==> config.mk <==
export PLATFORM = sky130hd
export DESIGN_NAME = fall_through_stack
export DESIGN_NICKNAME = d
export VERILOG_FILES = /design/src/rtl/fts_pkg.sv /design/src/rtl/fts_slot.sv /design/src/rtl/fts_advance.sv /design/src/rtl/fall_through_stack.sv
export SDC_FILE = /design/constraint.sdc
export NUM_CORES = 1
export LEC_CHECK = 0
export ABC_AREA = 1
export BUFFER_PORTS_ARGS = -buffer_cell sky130_fd_sc_hd__buf_2
export CAP_MARGIN = 20
export CORE_ASPECT_RATIO = 1.4
export CORE_UTILIZATION = 45
export CTS_CLUSTER_DIAMETER = 60
export DETAILED_ROUTE_END_ITERATION = 8
export PLACE_DENSITY = 0.59
export SLEW_MARGIN = 20
export SYNTH_ARGS = -nofsm -noshare
export SYNTH_HDL_FRONTEND = slang
export SYNTH_HIERARCHICAL = 1
export SYNTH_SLANG_ARGS = --single-unit
==> constraint.sdc <==
create_clock -name clk -period 1.25 [get_ports clk]
set_input_delay 0.0625 -clock clk [delete_from_list [all_inputs] [get_ports clk]]
set_output_delay 0.0625 -clock clk [all_outputs]
set_load 0.02 [all_outputs]
==> src/rtl/fts_pkg.sv <==
package fts_pkg;

  // Decide whether one slot's word moves down at the coming edge.
  // A slot below is usable if it is empty, or if it is the bottom slot
  // and its word is being popped at the same edge.
  function automatic logic fts_slot_moves(input logic occ_here,
                                          input logic occ_below,
                                          input logic below_is_bottom,
                                          input logic pop_fire);
    logic below_free;
    below_free = !occ_below || (below_is_bottom && pop_fire);
    return occ_here && below_free;
  endfunction

  // Accepted handshakes.
  function automatic logic fts_fire(input logic req, input logic ok);
    return req && ok;
  endfunction

endpackage

==> src/rtl/fts_slot.sv <==
module fts_slot #(
  parameter int WIDTH = 4
) (
  input  logic             clk,
  input  logic             rst_n,
  input  logic             arrive,
  input  logic             leave,
  input  logic [WIDTH-1:0] din,
  output logic             occ,
  output logic [WIDTH-1:0] dout
);

  // Occupancy is the only reset state.
  always_ff @(posedge clk or negedge rst_n) begin
    if (!rst_n)
      occ <= 1'b0;
    else if (arrive)
      occ <= 1'b1;
    else if (leave)
      occ <= 1'b0;
  end

  // Data is captured on arrival and never cleared.
  always_ff @(posedge clk) begin
    if (arrive)
      dout <= din;
  end

endmodule

==> src/rtl/fts_advance.sv <==
module fts_advance #(
  parameter int DEPTH = 14
) (
  input  logic [DEPTH-1:0] occ,
  input  logic             push_valid,
  input  logic             pop,
  output logic             push_fire,
  output logic             pop_fire,
  output logic [DEPTH-2:0] moves
);
  import fts_pkg::*;

  assign push_fire = fts_fire(push_valid, !occ[0]);
  assign pop_fire  = fts_fire(pop, occ[DEPTH-1]);

  for (genvar i = 0; i < DEPTH-1; i++) begin : g_move
    assign moves[i] = fts_slot_moves(occ[i], occ[i+1], (i+1 == DEPTH-1), pop_fire);
  end

endmodule

==> src/rtl/fall_through_stack.sv <==
module fall_through_stack #(
  parameter int DEPTH = 14,
  parameter int WIDTH = 4
) (
  input  logic             clk,
  input  logic             rst_n,
  input  logic             push_valid,
  input  logic [WIDTH-1:0] push_data,
  output logic             top_empty,
  input  logic             pop,
  output logic             bot_valid,
  output logic [WIDTH-1:0] bot_data
);
  localparam int LAST = DEPTH - 1;

  // Named internal events, also watched by the checker.
  logic [DEPTH-1:0]       occ;
  logic [DEPTH*WIDTH-1:0] slot_data;
  logic [DEPTH-2:0]       moves;
  logic                   push_fire;
  logic                   pop_fire;
  logic [DEPTH-1:0]       arrive;
  logic [DEPTH-1:0]       leave;

  fts_advance #(.DEPTH(DEPTH)) u_adv (
    .occ        (occ),
    .push_valid (push_valid),
    .pop        (pop),
    .push_fire  (push_fire),
    .pop_fire   (pop_fire),
    .moves      (moves)
  );

  for (genvar i = 0; i < DEPTH; i++) begin : g_slot
    logic [WIDTH-1:0] din;
    if (i == 0) begin : g_top
      assign arrive[i] = push_fire;
      assign din       = push_data;
    end else begin : g_mid
      assign arrive[i] = moves[i-1];
      assign din       = slot_data[(i-1)*WIDTH +: WIDTH];
    end
    if (i == LAST) begin : g_bot
      assign leave[i] = pop_fire;
    end else begin : g_up
      assign leave[i] = moves[i];
    end
    fts_slot #(.WIDTH(WIDTH)) u_slot (
      .clk    (clk),
      .rst_n  (rst_n),
      .arrive (arrive[i]),
      .leave  (leave[i]),
      .din    (din),
      .occ    (occ[i]),
      .dout   (slot_data[i*WIDTH +: WIDTH])
    );
  end

  assign top_empty = !occ[0];
  assign bot_valid = occ[LAST];
  assign bot_data  = slot_data[LAST*WIDTH +: WIDTH];

endmodule

==> impl_metrics.yaml <==
logic_synthesis:
  synth.avg_cell_area_um2: 15.0
  synth-xor-area-share_pct: 0
  ys_types: 6
  syn_nets: 166
  syn-instance-count: 158
  ys_warn_count: 6
  synth-seq-area-share_pct: 85.8
  syn-cell-area_um2: 2370
  synth_area_leader_cell: "edfxtp_1"
  synth_mux_area_share_pct: 0
  ys_top_cells_by_area: "edfxtp_1, dfrtp_1, inv_1, nand2_1, nor2_1"
  synth_seq_cells: 70
  synthAdderAreaFrac_pct: 0
  synth_top_area_share_pct: 71.0
  synthSimpleGateAreaFrac_pct: 6.66
  synth_compound_gate_area_share_pct: 0.370
  synth_top_family_by_area: "buffers and inverters"
cells_and_area:
  antenna_cells: 0
  fillers: 439
  syn2layout_area_growth_pct: 15.0
  fin_cells: 255
  multiInputGateArea_um2: 166
  final_layout_size_suffix_gt1_share_pct: 13.6
  nNetsFinal: 195
  mostFrequentLayoutCell: "edfxtp_1"
  regArea_um2: 2030
  final_cell_mix: "edfxtp_1, inv_1, nand2_1, dfrtp_1"
power_and_ir_drop:
  power.total_mw: 6.81
  powerDensity_nw_per_um2: 2500
  leakage_nw: 1.15
  peakVddDrop_uv: 1200
die:
  io_pins: 14
  row_count: 30
  dieArea_um2: 5560
  start_util_pct: 47.8
  core_um2: 4950
  die_h_um: 87.8
  die_x_um: 63.3
critical_path:
  path_delay_family: "flip-flops"
  slowest_stage: "dfrtp_1"
  cp.arrival_ns: 1.12
  cp_num_buf_inv: 1
  crit_fanout: 6
  crit_type: "reg -> reg"
  startpoint_type: "register"
  regToRegStartpoint: "g_slot[0].u_slot/occ$_DFFE_PN0P_"
  cp_slowest_stage_delay_ns: 0.40
  required_ns: 1.24
  crit_chain: "inv_1 > nor2_1"
  cp-end-kind: "register"
  crit_start: "g_slot[0].u_slot/occ$_DFFE_PN0P_"
placed_design:
  dp.cells: 235
  dp_slack_ns: 0.115
  port_buffers: 13
  dp_hpwl_um: 2070
  routabilityCongestion: 0.709
global_routing:
  antenna_found_initial: 0
  grt_usage_pct: 13.2
  grt_overflow: 0
  grt_max_degree: 15
  grt_pass1_wl_um: 4960
  grt_pass1_vias: 1065
clock_tree:
  cts_tree: "yes"
  clockRootBuffer: "clkbuf_8"
  clock_latency_ns: 0.34
  cts.sinks: 70
  clk_path_buf_depth: 2
  htreeDepth: 3
  cts_resized: 0
  clk_pin_slew_worst_paths_ns: 0.06
  cts_made_buffers: 9
detailed_routing:
  via_count: 1106
  viasPerCell: 4.34
  first_iter_violations: 29
  wl_um: 3090
  drc_errors: 0
  final_antenna_net_count: 0
  routedWlPerCell_um: 12.1
  drt-pass1-iter-count: 4
status:
  status: "completed"
sta:
  final.period_utilization_pct: 90.4
  setup_slack_ns: 0.120
  finalSetupTns_ns: 0
  final_hold_viol_count: 0
  skew_ns: 0.00969
  worstMarginPinSlew_ns: 0.457
  rsz0062_at_grt: "no"
  maxSlewHeadroom_pct: 69.4
  timing.fmax_mhz: 885
  finalMaxSlewViolations: 0
  setup_violations: 0
  layout_min_cycle_time_ns: 1.13
min_path:
  min_path_type: "in -> reg"
  min_from: "pop"
job:
  maxCapViolCount: 0
==> cells in the mapped netlist <==
master     n
a21oi_2    1
dfrtp_1   14
edfxtp_1  56
inv_1     45
nand2_1   29
nor2_1    13
==> where the power goes <==
| group | internal, mW | switching (mW) | total, mW | leakage (nW) |
|---|---|---|---|---|
| clock | 0.758 | 0.726 | 1.48 | 0.0833 |
| combinational | 0.341 | 0.871 | 1.21 | 0.379 |
| sequential | 3.74 | 0.366 | 4.11 | 0.684 |
==> final timing paths <==
path	endpoint	cells past startpoint	slack, ns
max in group asynchronous	g_slot[1].u_slot/occ$_DFFE_PN0P_	2	0.83
worst min register to register	g_slot[7].u_slot/dout[3]$_DFFE_PP_	0	0.42
worst max-delay path	g_slot[1].u_slot/dout[0]$_DFFE_PP_	2	0.12
min in group asynchronous	g_slot[5].u_slot/occ$_DFFE_PN0P_	2	0.15
worst max register to register	g_slot[1].u_slot/dout[0]$_DFFE_PP_	2	0.12
worst min-delay path	g_slot[13].u_slot/occ$_DFFE_PN0P_	6	0.07
==> worst reg2reg max path: cells and delay by family (launching register included) <==
kind / cells / cell delay [ns]
simple gates: 1 / 0.33
flops: 1 / 0.40
buf+inv: 1 / 0.05
==> routing by layer <==
| metal | share of wire (%) | wire length (um) | up-vias | track usage, % |
|---|---|---|---|---|
| met3 | 4.0 | 124 | 8 | 5.08 |
| met4 | 1.6 | 49 | 0 | 9.30 |
| met1 | 41 | 1280 | 525 | 13.9 |
| li1 | - | - | 551 | - |
| met2 | 53 | 1640 | 22 | 21.9 |
| met5 | 0 | 0 | - | 0 |
==> metrics by stage <==
stage	cell area, um^2	hold WS [ns]	utilization, %
floorplan	2370	-0.233	-
CTS	2720	0.0560	54.9
global placement	2510	-0.00855	50.7
detailed placement	2510	-0.00693	50.7
finish	2720	0.0652	54.9
global route	2720	0.0923	54.9
==> final cells by class <==
class,instances,share of cell area [%]
inverters,45,6.21
clock inverters,2,0.368
clock buffers,13,5.47
flip-flops and latches,70,74.7
repair buffers,18,4.23
multi-input cells,43,6.11
well taps,64,2.94
==> state kept, by name (all words and copies together) (netlist names) <==
name                flops
g_slot.u_slot/dout     56
g_slot.u_slot/occ      14
==> cell families (layout without fill, tap and decap cells) <==
family / count (synthesis) / in the layout
AOI/OAI and AO/OA: 1 / 1
buffers and inverters: 45 / 78
DFF: 70 / 70
and+or+nand+nor: 42 / 42
==> timing repair <==
item | CTS | global route
buffers inserted | 0 | 0
hold buffers | 5 | 0
endpoints found under the hold margin | 18 | 0
Power figures use the tool's default switching activity.
